<file path="src/rtl/ebus_pkg.sv">
// Shared types for the expansion bus byte sequencer.
package ebus_pkg;
    typedef enum logic [1:0] {
        ST_IDLE  = 2'd0,   // waiting for a host request
        ST_SCAN  = 2'd1,   // choose next lane or finish
        ST_SETUP = 2'd2,   // address valid, strobe inactive
        ST_CMD   = 2'd3    // strobe active, ready/zero-wait sampled
    } seq_state_t;
endpackage

</file>
<file path="src/rtl/ebus_clkdiv.sv">
// Bus clock generator.
// Divides the host clock by a divisor latched from a strap while reset is low.
// Strap values below 2 select DEFAULT_DIV. Produces a registered bus clock and
// a one-host-cycle tick in the cycle before each bus clock rising edge.
// Assumes DEFAULT_DIV >= 2.
module ebus_clkdiv #(
    parameter int SEL_W       = 3,
    parameter int DEFAULT_DIV = 4
) (
    input  logic             clk,
    input  logic             rst_n,
    input  logic [SEL_W-1:0] div_sel,
    output logic             bus_clk,
    output logic             tick
);
    localparam int DEF_W = $clog2(DEFAULT_DIV + 1);
    localparam int CNT_W = (SEL_W > DEF_W) ? SEL_W : DEF_W;

    logic [CNT_W-1:0] div_q;
    logic [CNT_W-1:0] cnt_q;
    logic [CNT_W-1:0] cnt_nxt;
    logic [CNT_W-1:0] div_dec;

    // Decode the strap into a divisor value.
    always_comb div_dec = (div_sel < SEL_W'(2)) ? CNT_W'(DEFAULT_DIV) : CNT_W'(div_sel);

    assign tick = (cnt_q == div_q - CNT_W'(1));

    // Next count value, wrapping at the divisor.
    always_comb cnt_nxt = tick ? '0 : cnt_q + CNT_W'(1);

    // Latch the strap during reset, hold it afterwards.
    always_ff @(posedge clk) begin
        if (!rst_n) div_q <= div_dec;
    end

    // Host-cycle counter and registered bus clock level.
    always_ff @(posedge clk) begin
        if (!rst_n) begin
            cnt_q   <= '0;
            bus_clk <= 1'b1;
        end else begin
            cnt_q   <= cnt_nxt;
            bus_clk <= (cnt_nxt < (div_q >> 1));
        end
    end

    assert_tick_gap_R2: assert property (@(posedge clk) disable iff (!rst_n)
        tick |=> !tick)
        else $error("tick on two adjacent host cycles");
endmodule

</file>
<file path="src/rtl/ebus_rec_timer.sv">
// Recovery timer.
// Loaded at the end of each I/O byte cycle, counts down one per bus tick.
// A load wins over a decrement. busy stays high until the count reaches zero.
module ebus_rec_timer #(
    parameter int REC_W = 4
) (
    input  logic             clk,
    input  logic             rst_n,
    input  logic             tick,
    input  logic             load,
    input  logic [REC_W-1:0] load_val,
    output logic             busy
);
    logic [REC_W-1:0] cnt_q;

    // Load or count down the remaining recovery bus clocks.
    always_ff @(posedge clk) begin
        if (!rst_n)                    cnt_q <= '0;
        else if (load)                 cnt_q <= load_val;
        else if (tick && cnt_q != '0)  cnt_q <= cnt_q - REC_W'(1);
    end

    assign busy = (cnt_q != '0);

    assert_rec_step_R11: assert property (@(posedge clk) disable iff (!rst_n)
        (!load && tick && busy) |=> (cnt_q == $past(cnt_q) - REC_W'(1)))
        else $error("recovery count did not step down");
endmodule

</file>
<file path="src/rtl/ebus_lane_pick.sv">
// Lowest-set-lane finder.
// Returns the index of the lowest set bit of the remaining lane mask, so that
// lanes are issued in ascending address order. Purely combinational.
module ebus_lane_pick #(
    parameter int LANES = 4,
    localparam int LANE_W = (LANES > 1) ? $clog2(LANES) : 1
) (
    input  logic [LANES-1:0]  mask,
    output logic              any,
    output logic [LANE_W-1:0] idx
);
    // Scan from the top so the lowest set lane is the one that remains.
    always_comb begin
        idx = '0;
        for (int i = LANES - 1; i >= 0; i--) begin
            if (mask[i]) idx = LANE_W'(i);
        end
        any = |mask;
    end
endmodule

</file>
<file path="src/rtl/ebus_cycle_fsm.sv">
// Byte cycle sequencer.
// Takes a host request, walks its enabled lanes lowest first, and runs one
// setup clock plus a command phase per lane on the bus. Ready/zero-wait are
// sampled at each bus tick in the command phase, and ready has priority.
// Read bytes are assembled into rdata. Recovery gating applies to I/O only.
// Assumes tick comes from the bus clock generator.
module ebus_cycle_fsm
    import ebus_pkg::*;
#(
    parameter int ADDR_W   = 16,
    parameter int LANES    = 4,
    parameter int CMD_CLKS = 4,
    localparam int LANE_W  = (LANES > 1) ? $clog2(LANES) : 1,
    localparam int DATA_W  = 8 * LANES,
    localparam int CMDC_W  = (CMD_CLKS > 1) ? $clog2(CMD_CLKS) : 1
) (
    input  logic              clk,
    input  logic              rst_n,
    input  logic              tick,
    input  logic              rec_busy,
    output logic              rec_load,
    input  logic              req_valid,
    output logic              req_ready,
    input  logic              req_write,
    input  logic              req_io,
    input  logic [ADDR_W-1:0] req_addr,
    input  logic [LANES-1:0]  req_be,
    input  logic [DATA_W-1:0] req_wdata,
    output logic              done,
    output logic [DATA_W-1:0] rdata,
    output logic [ADDR_W-1:0] bus_addr,
    output logic [7:0]        bus_dout,
    output logic              bus_doe,
    input  logic [7:0]        bus_din,
    output logic              bus_ior_n,
    output logic              bus_iow_n,
    output logic              bus_memr_n,
    output logic              bus_memw_n,
    input  logic              bus_ready,
    input  logic              bus_zws_n
);
    seq_state_t        state;
    logic [LANES-1:0]  mask_q;
    logic              write_q;
    logic              io_q;
    logic [ADDR_W-1:0] base_q;
    logic [DATA_W-1:0] wdata_q;
    logic [LANE_W-1:0] lane_q;
    logic [CMDC_W-1:0] cmd_cnt;
    logic              pick_any;
    logic [LANE_W-1:0] pick_idx;
    logic              cmd_end;
    logic [LANES-1:0]  below_lane;

    ebus_lane_pick #(.LANES(LANES)) lane_pick_i (
        .mask (mask_q),
        .any  (pick_any),
        .idx  (pick_idx)
    );

    // The command phase ends when ready is seen high and either zero-wait is active or the count is used up.
    always_comb cmd_end = bus_ready && (!bus_zws_n || cmd_cnt == CMDC_W'(CMD_CLKS - 1));

    assign rec_load  = (state == ST_CMD) && tick && cmd_end && io_q;
    assign req_ready = (state == ST_IDLE);

    // Main sequencing: accept, pick lane, setup, command, assemble.
    always_ff @(posedge clk) begin
        if (!rst_n) begin
            state      <= ST_IDLE;
            mask_q     <= '0;
            write_q    <= 1'b0;
            io_q       <= 1'b0;
            base_q     <= '0;
            wdata_q    <= '0;
            lane_q     <= '0;
            cmd_cnt    <= '0;
            done       <= 1'b0;
            rdata      <= '0;
            bus_addr   <= '0;
            bus_dout   <= '0;
            bus_doe    <= 1'b0;
            bus_ior_n  <= 1'b1;
            bus_iow_n  <= 1'b1;
            bus_memr_n <= 1'b1;
            bus_memw_n <= 1'b1;
        end else begin
            done <= 1'b0;
            unique case (state)
                ST_IDLE: if (req_valid) begin
                    mask_q  <= req_be;
                    write_q <= req_write;
                    io_q    <= req_io;
                    base_q  <= req_addr;
                    wdata_q <= req_wdata;
                    rdata   <= '0;
                    state   <= ST_SCAN;
                end
                ST_SCAN: if (!pick_any) begin
                    done  <= 1'b1;
                    state <= ST_IDLE;
                end else if (tick && !(io_q && rec_busy)) begin
                    lane_q   <= pick_idx;
                    bus_addr <= base_q + ADDR_W'(pick_idx);
                    bus_dout <= wdata_q[{pick_idx, 3'b000} +: 8];
                    bus_doe  <= write_q;
                    state    <= ST_SETUP;
                end
                ST_SETUP: if (tick) begin
                    cmd_cnt    <= '0;
                    bus_ior_n  <= !(io_q && !write_q);
                    bus_iow_n  <= !(io_q && write_q);
                    bus_memr_n <= !(!io_q && !write_q);
                    bus_memw_n <= !(!io_q && write_q);
                    state      <= ST_CMD;
                end
                ST_CMD: if (tick) begin
                    if (cmd_end) begin
                        bus_ior_n      <= 1'b1;
                        bus_iow_n      <= 1'b1;
                        bus_memr_n     <= 1'b1;
                        bus_memw_n     <= 1'b1;
                        bus_doe        <= 1'b0;
                        mask_q[lane_q] <= 1'b0;
                        if (!write_q) rdata[{lane_q, 3'b000} +: 8] <= bus_din;
                        state          <= ST_SCAN;
                    end else if (bus_ready) begin
                        cmd_cnt <= cmd_cnt + CMDC_W'(1);
                    end
                end
                default: state <= ST_IDLE;
            endcase
        end
    end

    // Mask of the lanes below the one in flight, used by the ordering check.
    always_comb below_lane = (LANES'(1) << lane_q) - LANES'(1);

    assert_wait_hold_R8: assert property (@(posedge clk) disable iff (!rst_n)
        (state == ST_CMD && tick && !bus_ready) |=> (state == ST_CMD))
        else $error("command phase left while ready low");

    assert_ready_wins_R10: assert property (@(posedge clk) disable iff (!rst_n)
        (state == ST_CMD && tick && !bus_ready && !bus_zws_n) |=>
            !(bus_ior_n && bus_iow_n && bus_memr_n && bus_memw_n))
        else $error("zero-wait overrode a wait request");

    assert_zws_end_R9: assert property (@(posedge clk) disable iff (!rst_n)
        (state == ST_CMD && tick && bus_ready && !bus_zws_n) |=> (state == ST_SCAN))
        else $error("zero-wait did not end the command phase");

    assert_rec_gate_R11: assert property (@(posedge clk) disable iff (!rst_n)
        (state == ST_SCAN && io_q && rec_busy && mask_q != '0) |=> (state == ST_SCAN))
        else $error("I/O cycle started during recovery");

    assert_lane_order_R3: assert property (@(posedge clk) disable iff (!rst_n)
        (state == ST_SETUP) |-> (mask_q[lane_q] && (mask_q & below_lane) == '0))
        else $error("lane issued out of ascending order");

    assert_done_quiet_R12: assert property (@(posedge clk) disable iff (!rst_n)
        done |-> (bus_ior_n && bus_iow_n && bus_memr_n && bus_memw_n))
        else $error("done while a strobe is active");
endmodule

</file>
<file path="src/rtl/ebus_byte_sequencer.sv">
// Top level of the 8-bit expansion bus cycle sequencer.
// Connects the bus clock generator, the recovery timer and the byte-cycle
// sequencer. Assumes the host holds the request fields while req_valid is
// high and req_ready is high.
module ebus_byte_sequencer #(
    parameter int ADDR_W      = 16,
    parameter int LANES       = 4,
    parameter int SEL_W       = 3,
    parameter int DEFAULT_DIV = 4,
    parameter int REC_W       = 4,
    parameter int CMD_CLKS    = 4,
    localparam int DATA_W     = 8 * LANES
) (
    input  logic              clk,
    input  logic              rst_n,
    input  logic [SEL_W-1:0]  div_sel,
    input  logic [REC_W-1:0]  rec_ticks,
    input  logic              req_valid,
    output logic              req_ready,
    input  logic              req_write,
    input  logic              req_io,
    input  logic [ADDR_W-1:0] req_addr,
    input  logic [LANES-1:0]  req_be,
    input  logic [DATA_W-1:0] req_wdata,
    output logic              done,
    output logic [DATA_W-1:0] rdata,
    output logic              bus_clk,
    output logic [ADDR_W-1:0] bus_addr,
    output logic [7:0]        bus_dout,
    output logic              bus_doe,
    input  logic [7:0]        bus_din,
    output logic              bus_ior_n,
    output logic              bus_iow_n,
    output logic              bus_memr_n,
    output logic              bus_memw_n,
    input  logic              bus_ready,
    input  logic              bus_zws_n
);
    logic tick;
    logic rec_busy;
    logic rec_load;

    ebus_clkdiv #(.SEL_W(SEL_W), .DEFAULT_DIV(DEFAULT_DIV)) clkdiv_i (
        .clk     (clk),
        .rst_n   (rst_n),
        .div_sel (div_sel),
        .bus_clk (bus_clk),
        .tick    (tick)
    );

    ebus_rec_timer #(.REC_W(REC_W)) rec_timer_i (
        .clk      (clk),
        .rst_n    (rst_n),
        .tick     (tick),
        .load     (rec_load),
        .load_val (rec_ticks),
        .busy     (rec_busy)
    );

    ebus_cycle_fsm #(.ADDR_W(ADDR_W), .LANES(LANES), .CMD_CLKS(CMD_CLKS)) fsm_i (
        .clk        (clk),
        .rst_n      (rst_n),
        .tick       (tick),
        .rec_busy   (rec_busy),
        .rec_load   (rec_load),
        .req_valid  (req_valid),
        .req_ready  (req_ready),
        .req_write  (req_write),
        .req_io     (req_io),
        .req_addr   (req_addr),
        .req_be     (req_be),
        .req_wdata  (req_wdata),
        .done       (done),
        .rdata      (rdata),
        .bus_addr   (bus_addr),
        .bus_dout   (bus_dout),
        .bus_doe    (bus_doe),
        .bus_din    (bus_din),
        .bus_ior_n  (bus_ior_n),
        .bus_iow_n  (bus_iow_n),
        .bus_memr_n (bus_memr_n),
        .bus_memw_n (bus_memw_n),
        .bus_ready  (bus_ready),
        .bus_zws_n  (bus_zws_n)
    );

    assert_one_strobe_R6: assert property (@(posedge clk) disable iff (!rst_n)
        $countones({~bus_ior_n, ~bus_iow_n, ~bus_memr_n, ~bus_memw_n}) <= 1)
        else $error("more than one strobe active");
endmodule

</file>
<file path="config.mk">
export PLATFORM = sky130hd
export DESIGN_NAME = ebus_byte_sequencer
export DESIGN_NICKNAME = d
export VERILOG_FILES = /design/src/rtl/ebus_pkg.sv /design/src/rtl/ebus_clkdiv.sv /design/src/rtl/ebus_rec_timer.sv /design/src/rtl/ebus_lane_pick.sv /design/src/rtl/ebus_cycle_fsm.sv /design/src/rtl/ebus_byte_sequencer.sv
export SDC_FILE = /design/constraint.sdc
export NUM_CORES = 1
export LEC_CHECK = 0
export ABC_AREA = 0
export BUFFER_PORTS_ARGS = -buffer_cell sky130_fd_sc_hd__buf_2
export CORE_MARGIN = 10
export CORE_UTILIZATION = 40
export CTS_CLUSTER_DIAMETER = 100
export DETAILED_ROUTE_END_ITERATION = 12
export PLACE_DENSITY_LB_ADDON = 0.3
export RECOVER_POWER = 25
export REMOVE_ABC_BUFFERS = 1
export SLEW_MARGIN = 20
export SYNTH_ARGS = -nofsm -noshare
export SYNTH_HDL_FRONTEND = slang
export SYNTH_HIERARCHICAL = 1
export SYNTH_SLANG_ARGS = --single-unit
</file>
<file path="constraint.sdc">
create_clock -name clk -period 3.9 [get_ports clk]
set_clock_uncertainty 0.2 [all_clocks]
set_input_delay 0.585 -clock clk [delete_from_list [all_inputs] [get_ports clk]]
set_output_delay 0.585 -clock clk [all_outputs]
set_load 0.05 [all_outputs]
</file>
==> impl_metrics.yaml <==
run_status:
  status: "finished, violations left"
  violations: "capacitance limit, slew limit"
grt:
  grt_pass1_wl_mm: 26.8
  grt_overflow: 0
  grt_max_degree: 51
  grt_pass1_vias: 5339
  grt_util_all_layers_pct: 16.2
  antenna_found_initial: 1
route:
  drt-total-wl_mm: 16.5
  final_antenna_net_count: 0
  vias: 5411
  post-route-drc-count: 0
  avgViaCountPerCell: 5.26
  wl_per_cell_um: 16.1
  dr.pass1.iters: 5
  drt_iter0_drc: 366
synthesis:
  yosysTopAreaCellShare_pct: 43.1
  netlist_area_um2: 6040
  synth_edf_count: 3
  yosysSeqAreaShare_pct: 44.5
  synth_area_leaders: "dfxtp_1 43%, a21oi_1 9.6%, nand2_1 9.1%"
  syn_area_per_cell_um2: 8.51
  synth-main-ff-cell: "dfxtp_1"
  yosysWarnings: 6
  synthCells: 710
  yosysTopAreaCell: "dfxtp_1"
  async_reset_ff_share_pct: 0
  ys_ff_latch: 133
  ys_types: 63
clock_network:
  cts_buffers: 17
  cts_tree: "done"
  cts-root-buf: "clkbuf_16"
  ctsHoldBuffers: 0
  clkSlewWorstSetupHoldPaths_ps: 60
  htree_levels: 4
  cts-resized-gates: 0
  cts.sinks: 133
  cts_buffer_depth: 2
  postCtsSetupBuffers: 0
  worstSkewPairLatency_ps: 410
sta:
  rsz0062_at_grt: "false"
  max_freq_mhz: 324
  setup_slack_ps: 811
  tightest_slew_ps: 1770
  finalCritPeriodShare_pct: 79.2
  relSlewSlack_pct: -18.6
  setup_viol: 0
  slew_viol_final: 49
  fin_crit_ps: 3090
  hold_violations: 0
  finalSetupTns_ps: 0
floorplan:
  start_util_pct: 41.3
  die_h_um: 143
  top_level_ports: 138
  die_area_um2: 20400
  rows: 44
  die_x_um: 143
  core_um2: 14600
power:
  p_per_area_nw_per_um2: 499
  p_leak_nw: 2.81
  peakVddDrop_mv: 0.313
  totalPowerFinal_mw: 3.68
worst_setup_path:
  arrival_ps: 3130
  crit_type: "flip-flop to flip-flop"
  critPathMaxFanout: 12
  cp-start-kind: "flip-flop"
  required_ps: 3940
  end_kind: "flip-flop"
final_layout:
  final_nets: 921
  final_layout_size_suffix_gt1_share_pct: 19.8
  fin_cells: 1028
  syn_to_final_growth_pct: 22.1
place:
  gp_congestion: 0.816
  dp_slack_ps: 838
  hpwl_mm: 11.4
  port_buffers: 137
  post-place-cells: 995
worst_hold_path:
  min_path_type: "input pin to flip-flop"
run:
  cap_violations: 1
## routing by layer
layer / wire, um / vias up / part of all wire (%) / track usage (%)
met4: 192 / 0 / 1.2 / 5.10
met1: 7710 / 2515 / 47 / 19.9
li1: - / 2753 / - / -
met2: 7680 / 131 / 46 / 26.1
met3: 965 / 12 / 5.8 / 5.57
met5: 0 / - / 0 / 0
## critical path: stages, from the launching register on
cell,delay [ps]
edfxtp_1,390
inv_1,80
ha_1,320
xnor2_2,180
nor3_2,620
nor2b_1,110
ha_1,310
a21boi_0,250
nand2_1,90
a211oi_1,290
o41ai_2,90
## registers in the layout, summed over array words and instances, names as in the netlist, 2 cells and up
signal / count
fsm_i/bus_addr: 16
rec_timer_i/cnt_q: 4
clkdiv_i/div_q: 3
fsm_i/cmd_cnt: 2
fsm_i/mask_q: 4
fsm_i/state: 2
clkdiv_i/cnt_q: 3
fsm_i/lane_q: 2
fsm_i/rdata: 32
fsm_i/wdata_q: 32
fsm_i/bus_dout: 8
fsm_i/base_q: 16
## synth_stat cells (3+ instances only)
cell        n
nand4_1    36
clkbuf_1   32
edfxtp_1    3
nand2_1   147
mux2i_1     4
nor2b_1     5
xnor2_2     3
nor4b_1     4
o21ai_0    47
nand2b_1    7
dfxtp_1   130
nor4_1      4
a21o_1      4
xnor2_1    13
a21oi_1   116
a21oi_4     3
nor2_1     22
inv_1      16
a211oi_1    5
ha_1       16
mux4_2      8
and4_1      3
nor3b_1     3
buf_2      10
nor3_1      9
o31ai_1     4
nand3_1    10
## layout by cell type, fill, tap and decap left out, drive strengths merged, types with 2 or more instances in the layout
master and n:
buf 102, bufinv 2, nand2 147, nor3 10
ha 16, mux4 8, a21boi 2, inv 17
nor2b 5, nor3b 4, nor4b 4, a21oi 121
xnor2 16, and2 2, xor2 2, o21ai 48
dfxtp 130, o41ai 2, a21o 4, a31o 2
nor2 22, and4 3, nand4 37, a2111o 2
clkinv 7, a211oi 5, mux2i 5, nand2b 7
o211ai 2, edfxtp 3, nor4 6, clkinvlp 5
clkbuf 65, a31oi 2, nand3 10, o31ai 4
## cells by family (layout without fill, tap and decap cells)
kind of cell,Yosys count,count (layout),synth area share (%)
AOI/OAI and AO/OA,201,201,19.0
xor gates and xnor gates,18,18,2.98
adders and majority gates,17,17,3.64
buffers and inverters,65,198,4.55
DFF,133,133,44.5
muxes,14,14,4.20
other,0,1,0
and+or+nand+nor,262,262,21.1
## final timing paths
check,from,to,slack (ps),cells past startpoint
hold reg to reg,fsm_i/wdata_q[8],fsm_i/wdata_q[8],250,2
setup / recovery,clkdiv_i/div_q[0],clkdiv_i/bus_clk,810,10
setup reg to reg,clkdiv_i/div_q[0],clkdiv_i/bus_clk,810,10
hold / removal,req_wdata[18],fsm_i/wdata_q[18],200,3
## stage by stage
| step | hold slack [ps] | cell area (um^2) | utilization, % |
|---|---|---|---|
| finish | 200 | 7380 | 50.4 |
| CTS | 162 | 7440 | 50.8 |
| global placement | 239 | 6850 | 46.8 |
| global route | 198 | 7380 | 50.4 |
| floorplan | 233 | 5840 | - |
| detailed placement | 243 | 6850 | 46.8 |
## where the power goes
| group | internal, mW | switching [mW] | total [mW] |
|---|---|---|---|
| logic | 0.215 | 0.381 | 0.596 |
| registers | 1.44 | 0.0634 | 1.51 |
| clock network | 0.969 | 0.606 | 1.57 |
| total | 2.63 | 1.05 | 3.68 |
## layout make-up
type	instances	area (um^2)
Clock buffer	19	453
Antenna cell	1	2.50
Inverter	18	68.8
Clock inverter	13	133
Fill cell	1500	7260
Tap cell	184	230
Multi-Input combinational cell	512	3090
Sequential cell	133	2690
Timing Repair Buffer	148	708
Power figures use the tool's default switching activity.
